$ cat src/rtl/exc_entry_pkg.sv
package exc_entry_pkg;
  localparam int XLEN = 32;

  // Index order is also the priority order (0 = highest)
  typedef enum logic [1:0] {
    EK_NMI  = 2'd0,
    EK_BFLT = 2'd1,
    EK_BRK  = 2'd2,
    EK_IRQ  = 2'd3
  } exc_kind_e;

  localparam int NUM_KINDS = 4;

  // Mode-stacking shift: top two bits stay, low 20 bits rise by ten
  function automatic logic [XLEN-1:0] stack_mode_bits(input logic [XLEN-1:0] f);
    return {f[31:30], f[19:0], 10'b0};
  endfunction
endpackage

$ cat src/rtl/exc_arbiter.sv
module exc_arbiter
  import exc_entry_pkg::*;
#(
  parameter int VEC_W = 8
) (
  input  logic             req_nmi,
  input  logic             req_bflt,
  input  logic             req_brk,
  input  logic             req_irq,
  input  logic [VEC_W-1:0] trap_vec,
  input  logic [VEC_W-1:0] fault_vec,
  input  logic [VEC_W-1:0] irq_vec,
  output logic             any_req,
  output exc_kind_e        kind,
  output logic [VEC_W-1:0] vec
);
  logic [NUM_KINDS-1:0] req_v;
  logic [NUM_KINDS-1:0] grant;

  assign req_v   = {req_irq, req_brk, req_bflt, req_nmi};
  assign any_req = |req_v;
  assign grant   = req_v & ~(req_v - NUM_KINDS'(1));

  always_comb begin
    kind = EK_IRQ;
    for (int i = NUM_KINDS - 1; i >= 0; i--) begin
      if (grant[i]) kind = exc_kind_e'(i);
    end
  end

  always_comb begin
    unique case (kind)
      EK_NMI:  vec = '0;
      EK_BFLT: vec = fault_vec;
      EK_BRK:  vec = trap_vec;
      default: vec = irq_vec;
    endcase
  end


  always_comb begin
    single_grant_chk: assert ($onehot0(grant));
  end
endmodule

$ cat src/rtl/exc_ctx_build.sv
module exc_ctx_build
  import exc_entry_pkg::*;
#(
  parameter int VEC_W = 8,
  parameter int DS_W  = 2,
  parameter int U_BIT = 8,
  parameter int M_BIT = 9
) (
  input  exc_kind_e        kind,
  input  logic [VEC_W-1:0] vec,
  input  logic [XLEN-1:0]  pc,
  input  logic [DS_W-1:0]  dslot,
  input  logic [XLEN-1:0]  flags,
  input  logic [XLEN-1:0]  sp,
  input  logic [XLEN-1:0]  ksp,
  output logic [XLEN-1:0]  ret_addr,
  output logic [XLEN-1:0]  status,
  output logic [XLEN-1:0]  flags_new,
  output logic             swap,
  output logic [XLEN-1:0]  sp_new,
  output logic [XLEN-1:0]  usp_new
);
  localparam int IDX_W = (VEC_W < 8) ? VEC_W : 8;

  logic [XLEN-1:0] masked;

  assign ret_addr = pc - XLEN'(dslot);

  always_comb begin
    status = '0;
    status[8 +: IDX_W] = vec[IDX_W-1:0];
  end

  always_comb begin
    masked = flags;
    if (kind == EK_NMI) masked[M_BIT] = 1'b0;
  end

  assign flags_new = stack_mode_bits(masked);
  assign swap      = flags[U_BIT];
  assign sp_new    = swap ? ksp : sp;
  assign usp_new   = sp;
endmodule

$ cat src/rtl/exc_vec_fetch.sv
module exc_vec_fetch
  import exc_entry_pkg::*;
#(
  parameter int VEC_W = 8
) (
  input  logic             clk,
  input  logic             rst_n,
  input  logic             start,
  input  logic [XLEN-1:0]  vbase,
  input  logic [VEC_W-1:0] vec,
  output logic             rd_req_valid,
  input  logic             rd_req_ready,
  output logic [XLEN-1:0]  rd_addr,
  input  logic             rsp_valid,
  output logic             rsp_ready,
  input  logic [XLEN-1:0]  rsp_data,
  output logic             busy,
  output logic             fin,
  output logic [XLEN-1:0]  pc_out
);
  typedef enum logic [1:0] {ST_IDLE, ST_REQ, ST_WAIT} fst_e;
  fst_e st;

  localparam int PAD_W = XLEN - VEC_W - 2;

  assign rd_req_valid = (st == ST_REQ);
  assign rsp_ready    = (st == ST_WAIT);
  assign busy         = (st != ST_IDLE);

  always_ff @(posedge clk) begin
    if (!rst_n) begin
      st      <= ST_IDLE;
      fin     <= 1'b0;
      rd_addr <= '0;
      pc_out  <= '0;
    end else begin
      fin <= 1'b0;
      unique case (st)
        ST_IDLE: if (start) begin
          rd_addr <= vbase + {{PAD_W{1'b0}}, vec, 2'b00};
          st      <= ST_REQ;
        end
        ST_REQ: if (rd_req_ready) st <= ST_WAIT;
        ST_WAIT: if (rsp_valid) begin
          pc_out <= rsp_data;
          fin    <= 1'b1;
          st     <= ST_IDLE;
        end
        default: st <= ST_IDLE;
      endcase
    end
  end


  addr_hold_chk: assert property (@(posedge clk) disable iff (!rst_n)
    (rd_req_valid && !rd_req_ready) |=> (rd_req_valid && $stable(rd_addr)));


  fin_after_beat_chk: assert property (@(posedge clk) disable iff (!rst_n)
    fin |-> $past(rsp_valid && rsp_ready));


  fin_single_chk: assert property (@(posedge clk) disable iff (!rst_n)
    fin |=> !fin);
endmodule

$ cat src/rtl/exc_entry_seq.sv
module exc_entry_seq
  import exc_entry_pkg::*;
#(
  parameter int VEC_W = 8,
  parameter int DS_W  = 2,
  parameter int U_BIT = 8,
  parameter int M_BIT = 9
) (
  input  logic             clk,
  input  logic             rst_n,
  input  logic             req_nmi,
  input  logic             req_bflt,
  input  logic             req_brk,
  input  logic             req_irq,
  input  logic [VEC_W-1:0] trap_vec,
  input  logic [VEC_W-1:0] fault_vec,
  input  logic [VEC_W-1:0] irq_vec,
  input  logic [31:0]      cur_pc,
  input  logic [DS_W-1:0]  dslot_cnt,
  input  logic [31:0]      flags_in,
  input  logic [31:0]      vbase,
  input  logic [31:0]      sp_in,
  input  logic [31:0]      kern_sp_in,
  output logic             rd_req_valid,
  input  logic             rd_req_ready,
  output logic [31:0]      rd_addr,
  input  logic             rd_rsp_valid,
  output logic             rd_rsp_ready,
  input  logic [31:0]      rd_rsp_data,
  output logic             busy,
  output logic             done,
  output logic [31:0]      new_pc,
  output logic [31:0]      ret_addr,
  output logic             ret_to_exc,
  output logic             ret_to_nmi,
  output logic [31:0]      status_out,
  output logic [31:0]      flags_out,
  output logic [31:0]      sp_out,
  output logic [31:0]      user_sp_out,
  output logic             user_sp_we,
  output logic             dslot_clr,
  output logic             fatal_err
);
  logic             any_req;
  exc_kind_e        sel_kind;
  logic [VEC_W-1:0] sel_vec;
  logic [XLEN-1:0]  c_ret, c_status, c_flags, c_sp, c_usp;
  logic             c_swap;
  logic             accept;

  exc_kind_e cap_kind;
  logic      cap_swap;
  logic      cap_ds_nz;

  exc_arbiter #(.VEC_W(VEC_W)) u_arb (
    .req_nmi  (req_nmi),
    .req_bflt (req_bflt),
    .req_brk  (req_brk),
    .req_irq  (req_irq),
    .trap_vec (trap_vec),
    .fault_vec(fault_vec),
    .irq_vec  (irq_vec),
    .any_req  (any_req),
    .kind     (sel_kind),
    .vec      (sel_vec)
  );

  exc_ctx_build #(.VEC_W(VEC_W), .DS_W(DS_W), .U_BIT(U_BIT), .M_BIT(M_BIT)) u_ctx (
    .kind     (sel_kind),
    .vec      (sel_vec),
    .pc       (cur_pc),
    .dslot    (dslot_cnt),
    .flags    (flags_in),
    .sp       (sp_in),
    .ksp      (kern_sp_in),
    .ret_addr (c_ret),
    .status   (c_status),
    .flags_new(c_flags),
    .swap     (c_swap),
    .sp_new   (c_sp),
    .usp_new  (c_usp)
  );

  assign accept = !busy && any_req && !fatal_err;

  exc_vec_fetch #(.VEC_W(VEC_W)) u_fetch (
    .clk         (clk),
    .rst_n       (rst_n),
    .start       (accept),
    .vbase       (vbase),
    .vec         (sel_vec),
    .rd_req_valid(rd_req_valid),
    .rd_req_ready(rd_req_ready),
    .rd_addr     (rd_addr),
    .rsp_valid   (rd_rsp_valid),
    .rsp_ready   (rd_rsp_ready),
    .rsp_data    (rd_rsp_data),
    .busy        (busy),
    .fin         (done),
    .pc_out      (new_pc)
  );

  always_ff @(posedge clk) begin
    if (!rst_n) begin
      cap_kind    <= EK_IRQ;
      cap_swap    <= 1'b0;
      cap_ds_nz   <= 1'b0;
      ret_addr    <= '0;
      status_out  <= '0;
      flags_out   <= '0;
      sp_out      <= '0;
      user_sp_out <= '0;
    end else if (accept) begin
      cap_kind    <= sel_kind;
      cap_swap    <= c_swap;
      cap_ds_nz   <= (dslot_cnt != '0);
      ret_addr    <= c_ret;
      status_out  <= c_status;
      flags_out   <= c_flags;
      sp_out      <= c_sp;
      user_sp_out <= c_usp;
    end
  end

  always_ff @(posedge clk) begin
    if (!rst_n) fatal_err <= 1'b0;
    else if (busy && cap_kind == EK_BFLT && req_bflt) fatal_err <= 1'b1;
  end

  assign ret_to_exc = done && (cap_kind != EK_NMI);
  assign ret_to_nmi = done && (cap_kind == EK_NMI);
  assign user_sp_we = done && cap_swap;
  assign dslot_clr  = done && cap_ds_nz;


  strobe_with_done_chk: assert property (@(posedge clk) disable iff (!rst_n)
    (ret_to_exc || ret_to_nmi || user_sp_we || dslot_clr) |-> done);


  nmi_mask_clear_chk: assert property (@(posedge clk) disable iff (!rst_n)
    ret_to_nmi |-> !flags_out[M_BIT + 10]);


  status_fields_chk: assert property (@(posedge clk) disable iff (!rst_n)
    done |-> (status_out[31:16] == '0 && status_out[7:0] == '0));


  user_flag_low_chk: assert property (@(posedge clk) disable iff (!rst_n)
    done |-> !flags_out[U_BIT]);


  kind_hold_chk: assert property (@(posedge clk) disable iff (!rst_n)
    (busy && $past(busy)) |-> $stable(cap_kind));


  fatal_sticky_chk: assert property (@(posedge clk) disable iff (!rst_n)
    fatal_err |=> fatal_err);


  no_start_on_fatal_chk: assert property (@(posedge clk) disable iff (!rst_n)
    (fatal_err && !busy) |=> !busy);
endmodule

$ cat config.mk
export PLATFORM = sky130hd
export DESIGN_NAME = exc_entry_seq
export DESIGN_NICKNAME = d
export VERILOG_FILES = /design/src/rtl/exc_entry_pkg.sv /design/src/rtl/exc_arbiter.sv /design/src/rtl/exc_ctx_build.sv /design/src/rtl/exc_vec_fetch.sv /design/src/rtl/exc_entry_seq.sv
export SDC_FILE = /design/constraint.sdc
export NUM_CORES = 1
export LEC_CHECK = 0
export ABC_AREA = 1
export BUFFER_PORTS_ARGS = -buffer_cell sky130_fd_sc_hd__buf_2
export CAP_MARGIN = 20
export CORE_AREA = 2 2 178 180
export CTS_BUF_LIST = sky130_fd_sc_hd__clkbuf_8
export CTS_CLUSTER_SIZE = 14
export DETAILED_ROUTE_END_ITERATION = 7
export DIE_AREA = 0 0 180 182
export GPL_TIMING_DRIVEN = 0
export PLACE_DENSITY = 0.66
export SLEW_MARGIN = 10
export SYNTH_ARGS = -nofsm -noshare
export SYNTH_HDL_FRONTEND = slang
export SYNTH_SLANG_ARGS = --single-unit
$ cat constraint.sdc
create_clock -name clk -period 6.2 [get_ports clk]
set_input_delay 0.31 -clock clk [delete_from_list [all_inputs] [get_ports clk]]
set_output_delay 0.31 -clock clk [all_outputs]
set_load 0.02 [all_outputs]
## Word level (Yosys, flattened, before mapping)

Index checks and enable logic that the tools add are counted.

| storage, ports and cells | value |
|---|---|
| register bits after elaboration | 198 |
| bits in latches | 0 |
| RAM bits | 0 |
| ROM bits | 0 |
| bits of input ports | 226 |
| memories | 0 |

| operators by class | value |
|---|---|
| add/sub/neg operators | 3 |
| multiply operators | 0 |
| divide/modulo/power cells | 0 |
| order comparisons | 0 |
| equal/unequal tests | 8 |
| shift-type cells | 0 |
| multiplexer cells | 11 |
| bitwise gates (word level) | 2 |
| reduce and logical (&&, ||, !) cells | 21 |

Operators by type and width:

| cell | number |
|---|---|
| adder 32 x 10 -> 32 bit | 1 |
| two-way mux 32 bit | 1 |
| subtractor 32 x 2 -> 32 bit | 1 |
| one-hot mux 8 bit (3 select lines) | 1 |
| two-way mux 2 bit | 5 |
| logical AND 1 bit | 8 |
| == test 2 x 1 -> 1 bit (second input constant) | 3 |
| logical NOT 2 bit | 3 |
| one-hot mux 2 bit (3 select lines) | 1 |
| AND reduction 2 bit | 3 |
| nonzero test 2 bit | 3 |
| == test 2 bit (second input constant) | 2 |
| != test 2 bit (second input constant) | 2 |
| OR reduction 4 bit | 1 |
| AND 3 bit | 1 |
| two-way mux 1 bit | 3 |
| inverter 3 bit | 1 |
| AND reduction 3 bit | 1 |
| subtractor 3 x 1 -> 3 bit (second input constant) | 1 |
| logical NOT 1 bit | 2 |
| != test 2 x 1 -> 1 bit (second input constant) | 1 |

## Logic depth before layout (Yosys ltp)

Gate-level depths: netlist (run 1).

| logic depth | value |
|---|---|
| depth after elaboration | 9 |
| gate-level depth with buffers | 23 |
| mapped depth without buffers | 20 |

## Cells and area by module

A second synthesis (run 1) with hierarchy kept.

| unflattened totals | value |
|---|---|
| cells, all modules | 2034 |
| area total of the unflattened synthesis | 12949.9 µm² |

By module, submodules not included:

| module | times used | cells an instance | area each (µm²) |
|---|---|---|---|
| exc_entry_seq | 1 | 1051 | 6771.5 |
| exc_vec_fetch | 1 | 592 | 3819.9 |
| exc_ctx_build | 1 | 350 | 2148.3 |
| exc_arbiter | 1 | 41 | 210.2 |

## Worst setup path after synthesis (run 1)

OpenSTA, ideal clock, no wires.

| timing | value |
|---|---|
| kind | in2reg |
| from | in req_bflt |
| to | reg u_fetch.rd_addr[14] |
| setup time | 0.116 ns |
| arrival | 2.477 ns |
| required time | 6.084 ns |
| slack | 3.606 ns |
| cell stages on the path | 21 |
| path buffers | 3 |
| path through | buf_6 -> nor2_4 -> buf_6 -> inv_2 -> nor2_2 -> inv_2 -> buf_6 -> o21ai_1 -> inv_1 -> ha_1 -> fa_1 -> nand2_1 -> nand3_1 -> nand2_1 -> inv_1 -> nand2_1 -> nand2_2 -> nand2_1 -> nand3_1 -> o211ai_1 -> inv_1 |

| on the way | value |
|---|---|
| longest elaborated chain between the ends | 9 |
| elaborated cells between the ends (all ways) | 15 |
| those cells by class | add/sub (2); eq/ne (2); mux (4); bitwise (2); reduce/logical (5) |

RTL lines:

| item | line | RTL |
|---|---|---|
| from (decl) | exc_entry_seq.sv:12 | `input logic req_bflt,` |
| subtractor 3 x 1 -> 3 bit | exc_arbiter.sv:22 | `assign grant = req_v & ~(req_v - NUM_KINDS'(1));` |
| inverter 3 bit | exc_arbiter.sv:22 |  |
| AND 3 bit (*) | exc_arbiter.sv:22 |  |
| two-way mux 1 bit | exc_arbiter.sv:27 | `if (grant[i]) kind = exc_kind_e'(i);` |
| two-way mux 2 bit (*) (2 in a row) | exc_arbiter.sv:27 |  |
| == test 2 bit, or another cell as far along | exc_arbiter.sv:32 | `unique case (kind)` |
| one-hot mux 8 bit (3 select lines) (*) | exc_arbiter.sv:32 |  |
| via c_status[8] | exc_entry_seq.sv:47 | `logic [XLEN-1:0] c_ret, c_status, c_flags, c_sp, c_usp;` |
| adder 32 x 10 -> 32 bit (*) | exc_vec_fetch.sv:40 | `rd_addr <= vbase + {{PAD_W{1'b0}}, vec, 2'b00};` |
| to (signal assigned) | exc_vec_fetch.sv:40 |  |
| to (decl) | exc_vec_fetch.sv:13 | `output logic [XLEN-1:0] rd_addr,` |

The timed path passes the listed nets; every way through them passes the cells marked *.
A chain may end at the register's enable or synchronous reset.

## Final worst setup path (run 1)

| timing | value |
|---|---|
| from | in req_brk |
| to | reg u_fetch.rd_addr[14] |

| on the way | value |
|---|---|
| longest elaborated chain between the ends | 9 |
| elaborated cells between the ends (all ways) | 15 |
| those cells by class | add/sub (2); eq/ne (2); mux (4); bitwise (2); reduce/logical (5) |

RTL lines:

| item | line | RTL |
|---|---|---|
| from (decl) | exc_entry_seq.sv:13 | `input logic req_brk,` |
| subtractor 3 x 1 -> 3 bit | exc_arbiter.sv:22 |  |
| inverter 3 bit | exc_arbiter.sv:22 |  |
| AND 3 bit (*) | exc_arbiter.sv:22 |  |
| two-way mux 1 bit (*) | exc_arbiter.sv:27 |  |
| two-way mux 2 bit (*) (2 in a row) | exc_arbiter.sv:27 |  |
| == test 2 bit, or another cell as far along | exc_arbiter.sv:32 |  |
| one-hot mux 8 bit (3 select lines) (*) | exc_arbiter.sv:32 |  |
| via c_status[8] | exc_entry_seq.sv:47 |  |
| adder 32 x 10 -> 32 bit (*) | exc_vec_fetch.sv:40 |  |

Marked as above.

==> run metrics, run 1 <==
Reg-to-Reg End u_fetch.rd_addr[12]; Critical Path End Type flip-flop; Total Routing Usage GR around a quarter; area of the mapped netlist 10030 µm²; Worst R2R Path Depth 8; Final min period about 3.2 ns; Area Growth Syn to Fin 31.28%; Final GP Congestion 0.9439; peak fanout along the critical path 10; Final setup viols 0; WL/cell about 17 µm; CTS tree done; Initial Utilization 32.36%; Synth Register Bits 197; slowest cell on the critical path clkbuf_1; Starting DRT DRC Count 583; CP endpoint u_fetch.rd_addr[14]; Chip Width 180 µm; Max Fclk 313.7 MHz; Max-slew headroom 40.72%; Hold Path Class primary input to flip-flop; Multi-input gate area 4902 µm²; die height 182 µm; launch point of the worst path req_brk; Die ar. 32760 µm²; FF+latch area between 3000 and 4000 µm²; R2R setup slack 4.39 ns; Clock Pin Slew Worst Setup and Hold Paths roughly 0.11 ns; routed vias/inst 4.787; First-pass DRT Iterations 5; core region area 30990 µm²; cell mode on critical path nand2_1; most frequent cells in the layout buf_2 (435), nor2_1 (275), nand2_1 (267); total power about 0.0036 W; Synth Flop Type dfxtp_1; Setup CP Type primary input to flip-flop; Root Driver clkbuf_8; status complete, no violations; WP data required 6.59 ns; max cap viols 0; leak pwr 7.030 nW; DP HPWL approximately 33 mm; antenna viol nets, final 0; Placed Cells 2351; Final Hold Fails 0; clk sinks 197; Max VDD drop 0.0001220 V; Final #Nets 2208; CTS H-tree lvls 4; number of enable flip-flop cells after synthesis 0; R2R Path Start u_fetch.st[0]; Post-CTS Setup Repair Bufs 0; Synth Warn # 0; Vias between 10000 and 15000; number of buffers created by CTS 17; Max Slew Vio Count 0; RSZ-0062 raised after global routing false; crit share post-route 51.42%; post-synthesis async set-or-reset flop share 0%; gr ovfl total 0; IO buf count 411; row count 65; PD cells 272.5 nW/µm²; Syn Area/Cell 6.663 µm²; commonest non-fill, non-tap cell in the layout buf_2; critical path startpoint category primary input; Worst-Margin Slew approximately 0.9 ns; layout cells sized above 1 between 20% and 30%; initial antenna violation count 8; Filler Cell Count 3353; max incr delay on CP 0.66 ns; DRC violations left 0; # IOs 459; crit-path cells buf_2, clkbuf_1, nor2_2, inv_2, buf_6, nand3_2, o21ai_1, inv_1, ha_1, fa_1, nand2_1, nand3_1, nand2_1, inv_1, nand2_1, nand2_2, nand2_1, nand3_1, o211ai_1, inv_1; Cell variety after synth 33; Total Wirelength roughly 41 mm; TNS Setup 0 ns; sequential share of the synthesized area 39.33%; Mapped Cells 1505; via count of the first global-routing pass 10710; Final Core Density 42.49%; pin count of the biggest net entering global routing 19; clock skew after layout 0.01691 ns; Final Non-Filler Cells approximately 2400; Worst-Skew Late Latency around 0.50 ns; WP data arrival 3.58 ns; first-pass GRT wire length between 60 and 70 mm; clock tree buffer depth 2
-- synth_stat cells, types with 9 or more instances --
| cell | instances | area [µm²] |
|---|---|---|
| clkbuf_1 | 34 | 127.6 |
| buf_2 | 24 | 120.1 |
| nand2_1 | 267 | 1002 |
| nor2_2 | 9 | 56.30 |
| ha_1 | 10 | 125.1 |
| buf_6 | 10 | 112.6 |
| xnor2_1 | 14 | 122.6 |
| nor2_1 | 275 | 1032 |
| nand3_1 | 126 | 630.6 |
| buf_4 | 40 | 300.3 |
| o211ai_1 | 9 | 67.56 |
| a21oi_1 | 91 | 455.4 |
| nand4_1 | 15 | 93.84 |
| inv_1 | 163 | 611.8 |
| dfxtp_1 | 197 | 3944 |
| o21ai_1 | 19 | 95.09 |
| o21ai_0 | 151 | 755.7 |
-- worst max-delay path: cells and delay by family --
| kind | cells | cell delay, ns |
|---|---|---|
| buffers and inverters | 7 | 1.39 |
| AND/OR/NAND/NOR | 9 | 0.83 |
| adder cells (fa/ha/maj) | 2 | 0.72 |
| AO/OA/AOI/OAI | 2 | 0.30 |
-- power breakdown --
part | switching [W] | leakage, nW | internal, W
combinational | 0.000790 | 5.19 | 0.000379
clock | 0.000510 | 0.213 | 0.000394
sequential | 0.0000851 | 1.63 | 0.00143
-- sequential cells by signal, indices dropped and copies added, names as in the netlist --
signal and flops:
cap_ds_nz 1, cap_kind 2, fatal_err 1, flags_out 22
ret_addr 32, sp_out 32, status_out 8, u_fetch.fin 1
u_fetch.pc_out 32, u_fetch.rd_addr 32, u_fetch.st 2, user_sp_out 32
-- timing repair --
action / CTS / global route
hold endpoints to repair: 2 / 0
resized for setup: 0 / 0
endpoints found under the setup margin: 0 / 0
hold buffers: 2 / 0
-- area by class of cell --
class | count | share of cell area (%)
Antenna cell | 5 | 0.09504
Timing Repair Buffer | 413 | 15.78
Sequential cell | 197 | 29.96
Clock inverter | 13 | 1.207
Buffer | 113 | 5.161
Inverter | 167 | 4.761
Multi-Input combinational cell | 1061 | 37.24
Clock buffer | 19 | 1.986
Tap cell | 402 | 3.821
-- through the flow --
stage	setup slack [ns]	instance area (µm²)	hold WS [ns]
CTS	3.018	13150	0.009542
global route	2.830	13160	0.03778
global placement	2.500	12710	0.4467
finish	3.012	13170	0.06393
floorplan	3.606	10150	0.4492
detailed placement	2.478	12710	0.4525
-- kinds of logic after synthesis --
kind of cell	Yosys count	synth area share [%]
AND/OR/NAND/NOR	722	30.23
buffers and inverters	280	13.03
XOR/XNOR	21	1.834
adder cells (fa/ha/maj)	12	1.647
other	1	0.03739
flip-flops	197	39.33
AO/OA/AOI/OAI	272	13.90
-- per-layer routing --
metal | wire, µm | vias to the layer above | track usage [%] | share of wire (%)
met3 | 3026 | 94 | 5.776 | 7.5
met2 | 19270 | 459 | 41.41 | 47
met4 | 1691 | 6 | 11.45 | 4.2
met1 | 16600 | 5214 | 28.17 | 41
met5 | 22 | - | 0 | 0.054
li1 | - | 5669 | - | -
-- how the worst min path moves through the flow --
stage / start / to / cells past startpoint
after floorplan: dslot_cnt[0] / cap_ds_nz / 2
after global placement: u_fetch.pc_out[5] / u_fetch.pc_out[5] / 2
after detailed placement: u_fetch.pc_out[23] / u_fetch.pc_out[23] / 2
after CTS: sp_in[24] / user_sp_out[24] / 3
after global routing: sp_in[7] / user_sp_out[7] / 3
final: flags_in[31] / flags_out[31] / 3
(Power assumes the default switching activity.)
==> inputs of run 2 (changes only) <==
CORE_AREA = 2 2 179 181   (was 2 2 178 180)
DIE_AREA = 0 0 181 183   (was 0 0 180 182)
PLACE_DENSITY = 0.68   (was 0.66)
clock period = 2.6 ns   (was 6.2 ns; I/O delays follow)
==> run metrics, run 2 (synthesis gave the netlist of run 1 again) <==
CTS H-tree lvls 4 (unchanged); Post-DP Area 12710 µm² (unchanged); cell mode on critical path nand2_1; max cap viols 0 (unchanged); CTS tree done; crit-path cells buf_6, nor2_4, buf_6, inv_2, nor2_2, inv_2, buf_6, o21ai_2, inv_1, ha_1, fa_2, nand2_1, nand3_1, nand2_1, inv_1, nand2_1, nand2_2, nand2_1, nand3_1, o211ai_1, inv_1; Hold Path Class primary input to flip-flop; Final min period 2.418 ns; initial antenna violation count 8 (unchanged); Area Growth Syn to Fin 47.96%; PD cells 597.5 nW/µm² (+120%); Final setup viols 0 (unchanged); worst path bufs/invs 8 (+1); Max VDD drop 0.0003746 V (+210%); RSZ-0062 raised after global routing false; DRC violations left 0 (unchanged); Total Wirelength 43.83 mm (+7.9%); pin count of the biggest net entering global routing 19 (unchanged); max incr delay on CP 0.40 ns (-0.26 ns); IO buf count 411 (unchanged); Final #Nets 2372 (+7.4%); Worst-Margin Slew 0.8732 ns (-0.01604 ns); Final Hold Fails 0 (unchanged); TNS Setup 0 ns (unchanged); clock skew after layout 0.01849 ns (+0.001572 ns); core region area 31230 µm² (+0.79%); Die ar. 33120 µm² (+1.1%); layout cells sized above 1 25.29% (-1.9 points); first-pass GRT wire length 65.49 mm (+8.6%); WL/cell 17.17 µm (+1.1%); Starting DRT DRC Count 816 (+40%); CP delay by family, top simple AND/OR/NAND/NOR gates; Max Fclk 413.6 MHz; DP HPWL 33.32 mm (+1.3%); Clock Pin Slew Worst Setup and Hold Paths 0.12 ns (about the same); row count 65 (unchanged); gr ovfl total 0 (unchanged); WP data required 3.00 ns (-3.59 ns); clock tree buffer depth 2 (unchanged); Root Driver clkbuf_8; Initial Utilization 32.11% (-0.25 points); Setup CP Type primary input to flip-flop; commonest non-fill, non-tap cell in the layout buf_2; Vias 12380 (+8.2%); most frequent cells in the layout buf_2 (435), nor2_1 (275), nand2_1 (267); post-route setup slack 0.1822 ns (-2.830 ns); clk sinks 197 (unchanged); via count of the first global-routing pass 11940 (+12%); Filler Cell Count 3181 (-5.1%); antenna viol nets, final 0 (unchanged); peak fanout along the critical path 10 (unchanged); Max Slew Vio Count 0 (unchanged); Chip Width 181 µm (+0.56%); pre-CTS WS -0.7003 ns (-3.178 ns); Max-slew headroom 41.79% (+1.1 points); number of buffers created by CTS 17 (unchanged); leak pwr 7.726 nW (+9.9%); slowest cell on the critical path fa_2; WP data arrival 2.82 ns (-0.76 ns); die height 183 µm (+0.55%); Final GP Congestion 0.9393 (-0.49%); status complete, no violations; Worst-Skew Late Latency 0.52 ns (+0.02 ns); crit share post-route 92.99%; critical path startpoint category primary input; Final Core Density 47.51% (+5.0 points); Total Routing Usage GR 25.80% (+1.7 points); routed vias/inst 4.849 (+1.3%); final instance area 14840 µm² (+13%); # IOs 459 (unchanged); First-pass DRT Iterations 6 (+1); Critical Path End Type flip-flop
-- run 2: cell count changes in the layout (fill, tap and decap cells not counted), moves of 2 or more --
cell           delta
dlygate4sd3_1   +165
o21ai_1           -2
o21ai_2           +2
clkinv_4          +2
-- run 2: repair_timing --
item | CTS | global route
setup buffers | 0 | 0
setup endpoints to repair | 7 | 9
resized for setup | 0 | 3
hold endpoints to repair | 165 | 0
hold buffers | 167 | 0
-- run 2: per-layer routing --
metal | track usage [%] | up-vias | share of wire [%] | wire (µm)
met5 | 0 | - | 0.10 | 46
met4 | 15.32 | 8 | 5.9 | 2578
met3 | 6.712 | 166 | 7.5 | 3295
met2 | 44.54 | 568 | 47 | 20580
met1 | 28.75 | 5649 | 40 | 17330
li1 | - | 5988 | - | -
-- run 2: final cells by class --
cell class                 instances  area, µm²  share of cell area, %
multi-input combinational       1061       4912                  33.11
sequential                       197       3944                  26.58
timing repair buffer             578       3729                  25.13
buffer                           112      675.6                  4.553
inverter                         167      626.9                  4.225
tap                              402      503.0                  3.390
clock buffer                      18      247.7                  1.670
clock inverter                    14      190.2                  1.282
antenna                            4      10.01                0.06746
-- run 2: path summary, 6_finish.rpt --
path	startpoint	to	slack, ns	cells after the start
hold reg to reg	u_fetch.pc_out[29]	u_fetch.pc_out[29]	0.46	2
setup / recovery	req_bflt	u_fetch.rd_addr[14]	0.18	21
hold / removal	vbase[31]	u_fetch.rd_addr[31]	0.02	5
setup reg to reg	u_fetch.st[0]	cap_ds_nz	0.68	6
-- run 2: tightest hold or removal path: stages --
cell,delay [ns]
buf_2,0.07
inv_1,0.04
a21oi_1,0.11
nor2_1,0.09
nor2_1,0.08
-- run 2: power by group --
| part | total [W] | internal (W) | switching [W] |
|---|---|---|---|
| Clock | 0.00225 | 0.00101 | 0.00124 |
| Combinational | 0.00300 | 0.00106 | 0.00193 |
| Sequential | 0.00362 | 0.00341 | 0.000212 |
| Total | 0.00887 | 0.00548 | 0.00338 |
-- run 2: per-stage QoR --
step	std cells	hold slack [ns]	total power [W]
after CTS	2549	0.001610	0.008901
after detailed placement	2351	0.3913	0.006464
after floorplan	1538	0.2692	0.005323
after global placement	2351	0.3827	0.006433
after global routing	2551	0.03257	0.009330
final	2553	0.02248	0.008866
==> inputs of run 3 (changes only) <==
ABC_AREA = unset   (was 1)
CORE_AREA = 2 2 176 178   (was 2 2 179 181)
DIE_AREA = 0 0 178 180   (was 0 0 181 183)
PLACE_DENSITY = 0.66   (was 0.68)
==> run metrics, run 3 <==
worst path bufs/invs 2 (-6); largest family of logic cells by synthesized area simple AND/OR/NAND/NOR gates; CTS tree done; routed vias/inst 4.912 (+1.3%); Worst Hold End sp_out[25]; R2R Path Start u_fetch.st[1]; Post-Synth XOR/XNOR Area 4.007% (+2.2 points); crit-path cells buf_4, mux2i_2, nor2_1, a21oi_2, nor2_1, ha_1, fa_1, a21o_1, a221o_1, a21oi_4, buf_12, o21ai_0, a31oi_1; DRC violations left 0 (unchanged); worst hold slack 0.04380 ns (+0.02132 ns); Area Growth Syn to Fin 53.76%; Sw Share 36.53% (-1.6 points); hold path start kern_sp_in[25]; Max Fclk 403.8 MHz (-2.4%); peak fanout along the critical path 10 (unchanged); post-synthesis adder-cell area fraction 1.843% (+0.20 points); sequential fraction of design power 42.9% (+2.1 points); Synth Register Bits 197 (unchanged); Starting DRT DRC Count 522 (-36%); part of the power in combinational logic 31.8% (-2.0 points); CTS H-tree lvls 4 (unchanged); pin count of the biggest net entering global routing 17 (-2); Reg-to-Reg End status_out[9]; Cell variety after synth 56 (+70%); Max Slew Vio Count 0 (unchanged); row count 64 (-1.5%); pre-CTS WS -0.9885 ns (-0.2882 ns); reported net switching power 0.003003 W (-11%); WP data arrival 2.87 ns (+0.05 ns); status complete, no violations; post-synthesis compound-gate area fraction 18.96% (+5.1 points); Vias 10490 (-15%); Hold Path Class primary input to flip-flop; most frequent cells in the layout buf_2 (428), nand2_1 (210), dfxtp_1 (197); count leader, synth nand2_1; Setup CP Type primary input to flip-flop; Max-slew headroom 40.96% (-0.83 points); Yosys top cell by area dfxtp_1; clk sinks 197 (unchanged); Synth area leaders dfxtp_1 (44%), nand2_1 (8.8%), a21oi_1 (8.0%); max cap viols 0 (unchanged); critical path startpoint category primary input; Total Wirelength 40.44 mm (-7.7%); Critical Path End Type flip-flop; Final #Nets 1962 (-17%); Chip Width 178 µm (-1.7%); crit share post-route 95.24% (+2.2 points); antenna viol nets, final 0 (unchanged); clock skew after layout 0.01497 ns (-0.003515 ns); Mapped Cells 1098 (-27%); PD cells 596.5 nW/µm² (-0.17%); Synth Flop Type dfxtp_1; Final min period 2.476 ns (+0.05843 ns); cell mode on critical path nor2_1; Final Core Density 45.65% (-1.9 points); max incr delay on CP 0.43 ns (+0.03 ns); via count of the first global-routing pass 10060 (-16%); RSZ-0062 raised after global routing false; post-route setup slack 0.1238 ns (-0.05843 ns); Post-DP Area 11650 µm² (-8.3%); # IOs 459 (unchanged); area of the mapped netlist 8962 µm² (-11%); layout cells sized above 1 30.70% (+5.4 points); Max VDD drop 0.0002917 V (-22%); CP delay by family, top compound AO/OA/AOI/OAI gates; number of enable flip-flop cells after synthesis 0 (unchanged); post-synth top area share 44.00% (+4.7 points); Clock power frac 25.2% (about the same); First-pass DRT Iterations 5 (-1); WP data required 3.00 ns (about the same); simple-gate share of the synthesized area 19.57% (-11 points); first-pass GRT wire length 58.58 mm (-11%); final instance area 13780 µm² (-7.1%); top cells by count, synth nand2_1 (210), dfxtp_1 (197), a21oi_1 (144); gr ovfl total 0 (unchanged); post-synthesis async set-or-reset flop share 0% (unchanged); Final GP Congestion 0.8945 (-4.8%); Initial Utilization 29.69% (-2.4 points); DP HPWL 30.26 mm (-9.2%); mux cell area share after synthesis 4.579% (+4.6 points); core region area 30190 µm² (-3.3%); Root Driver clkbuf_8; die height 180 µm (-1.6%); leak pwr 6.361 nW (-18%); Syn Area/Cell 8.162 µm² (+22%); Clock Pin Slew Worst Setup and Hold Paths 0.10 ns (-0.02 ns); cell-internal power 0.005218 W (-4.8%); Die ar. 32040 µm² (-3.3%); Final setup viols 0 (unchanged); Final Hold Fails 0 (unchanged); Worst-Skew Late Latency 0.47 ns (-0.05 ns); WL/cell 18.93 µm (+10%); R2R setup slack 0.17 ns (-0.51 ns); Total Routing Usage GR 24.19% (-1.6 points); commonest non-fill, non-tap cell in the layout buf_2; Worst-Margin Slew 0.8775 ns (+0.004298 ns); number of buffers created by CTS 17 (unchanged); clock tree buffer depth 2 (unchanged); initial antenna violation count 9 (+1); sequential share of the synthesized area 44.00% (+4.7 points); IO buf count 410 (-0.24%); Worst R2R Path Depth 7 (+1); hold depth 3 (-2); slowest cell on the critical path a221o_1; Synth Warn # 0 (unchanged)
==> run 3: metal layers <==
| layer | GRT usage (%) | share of wire [%] | vias up |
|---|---|---|---|
| met5 | 0 | 0.11 | - |
| met4 | 9.049 | 3.0 | 8 |
| met3 | 6.176 | 8.1 | 77 |
| met2 | 42.28 | 49 | 465 |
| met1 | 28.16 | 40 | 4925 |
| li1 | - | - | 5017 |
==> run 3: power groups by stage <==
stage | Combinational [W] | Clock [W] | Sequential [W]
finish | 0.00262 | 0.00207 | 0.00353
global route | 0.00282 | 0.00227 | 0.00357
CTS | 0.00258 | 0.00215 | 0.00352
detailed placement | 0.00238 | 0 | 0.00359
global placement | 0.00236 | 0 | 0.00358
floorplan | 0.000988 | 0 | 0.00397
==> run 3: layout make-up <==
type | count | area, µm²
Multi-Input combinational cell | 808 | 4582
Inverter | 10 | 37.54
Tap cell | 396 | 495.5
Fill cell | 2975 | 16410
Buffer | 115 | 615.6
Clock inverter | 12 | 126.4
Sequential cell | 197 | 3944
Clock buffer | 19 | 261.5
Antenna cell | 4 | 10.01
Timing Repair Buffer | 575 | 3709
==> run 3: logic make-up (layout without fill, tap and decap cells) <==
family / after synthesis / count (layout)
xor+xnor: 41 / 41
other cells: 1 / 38
compound gates: 285 / 285
mux: 41 / 41
fa+ha+maj: 12 / 12
flops: 197 / 197
buf+inv: 126 / 731
simple gates: 395 / 395
==> run 3: tightest hold or removal path: cells and delay by family <==
family,cells,cell delay [ns]
muxes,1,0.15
buffers and inverters,1,0.10
AOI/OAI and AO/OA,1,0.09
==> run 3: through the flow <==
step	setup TNS (ns)	power (W)	instances
floorplan	-0.02980	0.004963	1131
global placement	-69.07	0.005938	1937
finish	0	0.008221	2136
global route	0	0.008664	2134
detailed placement	-68.30	0.005971	1937
CTS	0	0.008256	2129
==> run 3: timing repair <==
action	in CTS	in global routing
pin swaps	0	3
hold buffers	162	0
endpoints found under the setup margin	154	106
gates resized for setup	12	31
endpoints found under the hold margin	164	0
buffers inserted	0	3
==> run 3: worst max-delay path by stage <==
stage	cells after the start	slack, ns	endpoint	start
2_1_floorplan	12	-0.03	u_fetch.rd_addr[14]	req_brk
3_3_place_gp	12	-1.00	u_fetch.rd_addr[27]	req_bflt
3_5_place_dp	12	-0.99	u_fetch.rd_addr[27]	req_bflt
4_1_cts	6	0.02	sp_out[8]	u_fetch.st[1]
5_1_grt	8	0.02	u_fetch.rd_addr[26]	u_fetch.st[1]
6_report	13	0.12	u_fetch.rd_addr[12]	req_brk
